File: src/rtl/rtc_irq_pkg.sv
package rtc_irq_pkg;
  localparam int unsigned BASE_HZ    = 65536;
  localparam int unsigned US_PER_SEC = 1000000;

  // status byte bit positions (software decodes these)
  localparam int unsigned UPD_BIT = 4;
  localparam int unsigned ALM_BIT = 5;
  localparam int unsigned PER_BIT = 6;
  localparam int unsigned SUM_BIT = 7;

  localparam int unsigned NUM_SRC = 3;

  // period in microseconds for a rate code; 0 means disabled
  function automatic int unsigned period_of(input int unsigned code);
    int unsigned freq;
    if (code == 0 || code >= 32) return 0;
    freq = BASE_HZ >> code;
    if (freq == 0) return 0;
    return US_PER_SEC / freq;
  endfunction
endpackage

File: src/rtl/rtc_rate_period.sv
module rtc_rate_period #(
  parameter int RATE_W = 4,
  parameter int ACC_W  = 20
) (
  input  logic [RATE_W-1:0] code,
  output logic [ACC_W-1:0]  period,
  output logic              active
);
  localparam int N_CODES = 1 << RATE_W;

  logic [ACC_W-1:0] lut [N_CODES];

  for (genvar g = 0; g < N_CODES; g++) begin : g_lut
    assign lut[g] = ACC_W'(rtc_irq_pkg::period_of(g));
  end

  assign period = lut[code];
  assign active = (period != '0);
endmodule

File: src/rtl/rtc_period_acc.sv
module rtc_period_acc #(
  parameter int STEP_W = 8,
  parameter int ACC_W  = 20
) (
  input  logic              clk,
  input  logic              rst_n,
  input  logic              tick,
  input  logic [STEP_W-1:0] step,
  input  logic [ACC_W-1:0]  period,
  input  logic              active,
  output logic              hit
);
  localparam int SUM_W = ACC_W + 1;

  logic [ACC_W-1:0] acc_q, acc_d;
  logic [SUM_W-1:0] sum, rem, per_x;

  assign per_x = {1'b0, period};
  assign sum   = {1'b0, acc_q} + SUM_W'(step);
  assign rem   = sum - per_x;
  assign hit   = tick && active && (sum >= per_x);

  always_comb begin
    acc_d = acc_q;
    if (!active) begin
      acc_d = '0;
    end else if (tick) begin
      if (!hit)               acc_d = sum[ACC_W-1:0];
      else if (rem >= per_x)  acc_d = period - ACC_W'(1);
      else                    acc_d = rem[ACC_W-1:0];
    end
  end

  always_ff @(posedge clk or negedge rst_n) begin
    if (!rst_n) acc_q <= '0;
    else        acc_q <= acc_d;
  end
endmodule

File: src/rtl/rtc_flag_bank.sv
module rtc_flag_bank #(
  parameter int N = 3
) (
  input  logic         clk,
  input  logic         rst_n,
  input  logic [N-1:0] evt,
  input  logic [N-1:0] en,
  input  logic         clr,
  output logic [N-1:0] flags
);
  for (genvar g = 0; g < N; g++) begin : g_flag
    always_ff @(posedge clk or negedge rst_n) begin
      if (!rst_n) flags[g] <= 1'b0;
      else        flags[g] <= (flags[g] & ~clr) | (evt[g] & en[g]);
    end
  end
endmodule

File: src/rtl/rtc_event_irq.sv
module rtc_event_irq #(
  parameter int STEP_W = 8,
  parameter int ACC_W  = 20,
  parameter int RATE_W = 4
) (
  input  logic              clk,
  input  logic              rst_n,
  input  logic              us_tick,
  input  logic [STEP_W-1:0] us_step,
  input  logic [RATE_W-1:0] rate_sel,
  input  logic [7:0]        irq_en,
  input  logic              upd_pulse,
  input  logic              alm_pulse,
  input  logic              flag_rd,
  output logic [7:0]        flag_byte,
  output logic              irq_out
);
  import rtc_irq_pkg::*;

  logic [ACC_W-1:0]   period;
  logic               active;
  logic               per_hit;
  logic [NUM_SRC-1:0] src_evt, src_en, src_flags;

  rtc_rate_period #(.RATE_W(RATE_W), .ACC_W(ACC_W)) u_rate (
    .code   (rate_sel),
    .period (period),
    .active (active)
  );

  rtc_period_acc #(.STEP_W(STEP_W), .ACC_W(ACC_W)) u_acc (
    .clk    (clk),
    .rst_n  (rst_n),
    .tick   (us_tick),
    .step   (us_step),
    .period (period),
    .active (active),
    .hit    (per_hit)
  );

  // source order: [0] update, [1] alarm, [2] periodic
  assign src_evt = {per_hit, alm_pulse, upd_pulse};
  assign src_en  = {irq_en[PER_BIT], irq_en[ALM_BIT], irq_en[UPD_BIT]};

  rtc_flag_bank #(.N(NUM_SRC)) u_flags (
    .clk   (clk),
    .rst_n (rst_n),
    .evt   (src_evt),
    .en    (src_en),
    .clr   (flag_rd),
    .flags (src_flags)
  );

  always_comb begin
    flag_byte          = '0;
    flag_byte[UPD_BIT] = src_flags[0];
    flag_byte[ALM_BIT] = src_flags[1];
    flag_byte[PER_BIT] = src_flags[2];
    flag_byte[SUM_BIT] = |src_flags;
  end

  assign irq_out = flag_byte[SUM_BIT];
endmodule

File: config.mk
export PLATFORM = sky130hd
export DESIGN_NAME = rtc_event_irq
export DESIGN_NICKNAME = d
export VERILOG_FILES = /design/src/rtl/rtc_irq_pkg.sv /design/src/rtl/rtc_rate_period.sv /design/src/rtl/rtc_period_acc.sv /design/src/rtl/rtc_flag_bank.sv /design/src/rtl/rtc_event_irq.sv
export SDC_FILE = /design/constraint.sdc
export NUM_CORES = 1
export LEC_CHECK = 0
export BUFFER_PORTS_ARGS = -buffer_cell sky130_fd_sc_hd__buf_2
export CORE_ASPECT_RATIO = 1.2
export CORE_MARGIN = 2
export CORE_UTILIZATION = 55
export DETAILED_ROUTE_END_ITERATION = 10
export GPL_TIMING_DRIVEN = 0
export PLACE_DENSITY = 0.76
export SLEW_MARGIN = 20
export SYNTH_ARGS = -nofsm -noshare
export SYNTH_HDL_FRONTEND = slang
export SYNTH_SLANG_ARGS = --single-unit
File: constraint.sdc
create_clock -name clk -period 11.39 [get_ports clk]
set_clock_uncertainty 0.1 [all_clocks]
set_input_delay 2.8475 -clock clk [delete_from_list [all_inputs] [get_ports clk]]
set_output_delay 2.8475 -clock clk [all_outputs]
set_load 0.01 [all_outputs]
==> impl.org <==
** Yosys
- Synth Register Bits :: 23
- Synth Area in Compound Gates :: 28.1%
- Summing the areas of all xor and xnor instances in the mapped netlist gives 9.00% of the synthesized area.
- Yosys printed 0 warnings.
- Per-instance average area after synthesis :: 7.78 um2
- Cell type contributing the most total cell area after synthesis :: ha_1
- By area, the combinational part of the netlist is dominated by compound AO/OA/AOI/OAI gates.
- Post-synthesis simple-gate area fraction :: 21.9%
- Sequential-to-total area share from yosys stat :: 14.4%
- Counting every instance in the synthesized netlist gives 513.
- Count of unique library cells instantiated by Yosys :: 74
- Most frequent cell after synthesis :: ha_1
- Biggest area contributors in the synthesized netlist :: ha_1 (16%), dfrtp_1 (14%), xnor2_1 (5.9%)
- Combined area of all synthesized cells :: 3990 um2
- Post-synth EDFFs :: 0
- For this run, the leading register cell type out of synthesis is dfrtp_1.
- Multiplexer cells account for 3.54% of the synthesized area.
- Summed over its instances, the top area cell type makes up 16.0% of the synthesized netlist area.
- The commonest cells after synthesis are ha_1 (51), nand2_1 (42), a21oi_1 (41).
- Summing the areas of all fa, ha and maj instances in the mapped netlist gives 17.0% of the synthesized area.
- After synthesis, the share of flip-flops with an asynchronous set or reset is 100%.

** Critical path
- At the worst endpoint, the required time is 11.45 ns.
- The critical path ends at u_acc.acc_q[11]$_DFFE_PN0P_.
- In this run the worst path has a maximum fanout of 10.
- The critical path is of the in -> reg type.
- Internal reg-to-reg setup slack :: 5.05 ns
- In this run the critical register-to-register path is captured at u_acc.acc_q[11]$_DFFE_PN0P_.
- Endpoint arrival time on the critical path :: 8.74 ns
- STA classifies the critical path endpoint as a register.
- Worst-case reg-to-reg path depth :: 24
- The startpoint identified for the worst register-to-register timing path is u_acc.acc_q[0]$_DFFE_PN0P_.
- The critical path starts at rate_sel[3].
- CP Launch Type :: input port

** Global routing
- Antenna violations before repair :: 0
- Aggregate global routing overflow :: 0
- The number of global-route vias before repair is 3731.
- The first global-routing pass estimated 18.3 mm of wire.
- In the global route stage, overall resource usage came out at 28.9%.
- Pin count of the biggest net entering global routing :: 24

** CTS
- Setup bufs post-CTS :: 0
- Number of gates resized after CTS :: 0
- Maximum level of the CTS H-tree :: 1
- TritonCTS built the clock tree.
- Clock tree buffer depth :: 2
- After clock tree synthesis, the clock-pin slew on the worst setup and hold paths is 0.09 ns.
- The tree is rooted in a clkbuf_8.
- Buffers inserted to repair hold after CTS numbered 0.
- Clock latency reported for the late side of the worst-skew pair :: 0.27 ns
- The number of clock buffers added by TritonCTS is 3.
- CTS saw 23 sinks.

** Layout
- Cells fill 59.9% of the core in the end.
- Of the cells placed in the final design, the portion with a size suffix greater than 1 is 10.5%.
- In the final design database the tool counted 624 nets.
- Signed area change from the synthesized netlist to the final layout :: 7.28%
- 0 antenna diodes ended up in the layout.

** Route
- The detail route stage leaves a number of antenna-violating nets equal to 0.
- The first TritonRoute pass finished after 5 iterations.
- Via density :: 6.43
- For this block, the initial DRC count from the detailed router was 249.
- Total routed wirelength :: 11.4 mm
- Average wire per cell in the routed design :: 18.0 um
- Remaining routing DRC violations :: 0
- The final route contains 4077 vias.

** Timing
- On the final layout, the worst hold slack is 0.428 ns.
- Setup repair after global routing left no endpoint under its margin.
- Adding up every negative setup slack in the final design gives 0 ns.
- The worst path uses 76.2% of the clock period.
- The final hold violation count came to 0.
- Top achievable clock speed :: 115 MHz
- For the pin with the worst max-slew slack, the measured transition is 0.916 ns.
- The smallest clock period supported by the final layout is computed as 8.68 ns.
- Number of max-slew violations in the final report :: 0
- The worst pin sits at a relative slew slack of 38.4%.
- Setup-failing EPs final :: 0

** Die
- Row count :: 34
- From left edge to right edge, the die measures 81.8 um.
- Die Y-Extent :: 97.3 um
- Area of the die :: 7960 um2
- For this configuration, the core starts out at a cell density of 55.8%.
- I/O pins :: 35
- Placeable core region :: 7150 um2

** Power and ir drop
- For this design the static power due to leakage is 0.00205 uW.
- For this design the ratio of total power to cell area is 327 nW/um2.
- VDD IR max :: 0.000177 V

** Place
- The congestion estimate from routability-driven global placement came to 0.993.
- Count of input and output buffers :: 24
- Sum of net half-perimeters after detailed placement :: 9.32 mm

** Run
- The tool flagged a number of max-cap violations equal to 0.

** Min path
- Worst hold path type :: reg -> reg

** Status
- The flow ran to the end, and the final reports show no timing, DRC or antenna violations.
through the flow:
| step | total power [uW] | area (um2) | setup slack, ns | cells |
|---|---|---|---|---|
| 2_1_floorplan | 1030 | 4000 | 3.80 | 516 |
| 3_3_place_gp | 1270 | 4230 | 2.70 | 630 |
| 3_5_place_dp | 1300 | 4230 | 2.58 | 630 |
| 4_1_cts | 1360 | 4280 | 2.85 | 634 |
| 5_1_grt | 1520 | 4280 | 2.34 | 634 |
| 6_report | 1400 | 4280 | 2.71 | 634 |
how the worst min path moves through the flow:
stage	start	end	slack, ns	depth (start not counted)
2_1_floorplan	u_acc.acc_q[7]$_DFFE_PN0P_	u_acc.acc_q[7]$_DFFE_PN0P_	0.38	2
3_3_place_gp	u_acc.acc_q[0]$_DFFE_PN0P_	u_acc.acc_q[0]$_DFFE_PN0P_	0.40	2
3_5_place_dp	u_acc.acc_q[3]$_DFFE_PN0P_	u_acc.acc_q[3]$_DFFE_PN0P_	0.41	2
4_1_cts	u_acc.acc_q[3]$_DFFE_PN0P_	u_acc.acc_q[3]$_DFFE_PN0P_	0.43	2
5_1_grt	u_acc.acc_q[0]$_DFFE_PN0P_	u_acc.acc_q[0]$_DFFE_PN0P_	0.46	2
6_report	u_acc.acc_q[2]$_DFFE_PN0P_	u_acc.acc_q[2]$_DFFE_PN0P_	0.43	2
final cells by class:
class                   instances  area, um2
plain buffers                  23        130
clock buffers                   3       41.3
well taps                      90        113
clock inverters                 1       5.00
repair buffers                 24        120
fillers                       681       2870
multi-input cells             441       3190
inverters                      29        109
flip-flops and latches         23        576
critical path, stage by stage:
cell      delay [ns]
buf_2           0.12
clkbuf_1        0.33
clkbuf_1        0.38
clkbuf_1        0.38
nor3b_1         0.10
a21oi_1         0.31
inv_1           0.12
ha_1            0.26
fa_1            0.40
nor2b_1         0.19
o21bai_1        0.15
a21oi_1         0.22
o21ai_0         0.14
a21boi_0        0.30
nor4_1          0.08
a211o_1         0.29
ha_1            0.32
nand4_1         0.14
o41ai_1         0.44
nand3_1         0.13
a32o_1          0.27
nand2_2         0.17
buf_2           0.29
mux2i_1         0.27
o22ai_1         0.10
cell families after synthesis:
| kind of cell | after synthesis |
|---|---|
| XOR/XNOR | 41 |
| multiplexers | 14 |
| AND/OR/NAND/NOR | 162 |
| adder cells (fa/ha/maj) | 53 |
| buffers and inverters | 52 |
| AO/OA/AOI/OAI | 167 |
| other | 1 |
| flip-flops | 23 |
registers in the layout, summed over array words and instances (netlist names):
register and count:
u_flags.flags 3, u_acc.acc_q 20
layout by cell type, fill, tap and decap left out, types with 7 or more instances in the layout:
master	instances
mux2i_1	13
o21ai_0	18
o21ai_1	16
nand3_1	19
inv_1	28
clkbuf_1	7
nor2b_1	7
ha_1	51
a21o_1	11
and3_1	10
nand2b_1	10
a22oi_1	13
nand2_1	42
xnor2_1	27
nor3_1	12
dfrtp_1	23
xor2_1	14
nor2_1	21
a21oi_1	41
buf_2	32
o31ai_1	7
nand4_1	8
report_power, final:
| part | internal [uW] | switching (uW) | leakage, uW |
|---|---|---|---|
| sequential | 113 | 26.1 | 0.000295 |
| combinational | 494 | 714 | 0.00173 |
| clock | 24.5 | 28.1 | 0.0000255 |
| total | 631 | 768 | 0.00205 |
metal layers:
metal | vias up | part of all wire, % | track usage (%)
met5 | - | 0 | 0
met4 | 0 | 2.4 | 7.95
met3 | 19 | 6.1 | 1.21
met2 | 175 | 47 | 49.2
met1 | 1915 | 44 | 39.4
li1 | 1968 | - | -
Power figures use the tool's default switching activity.
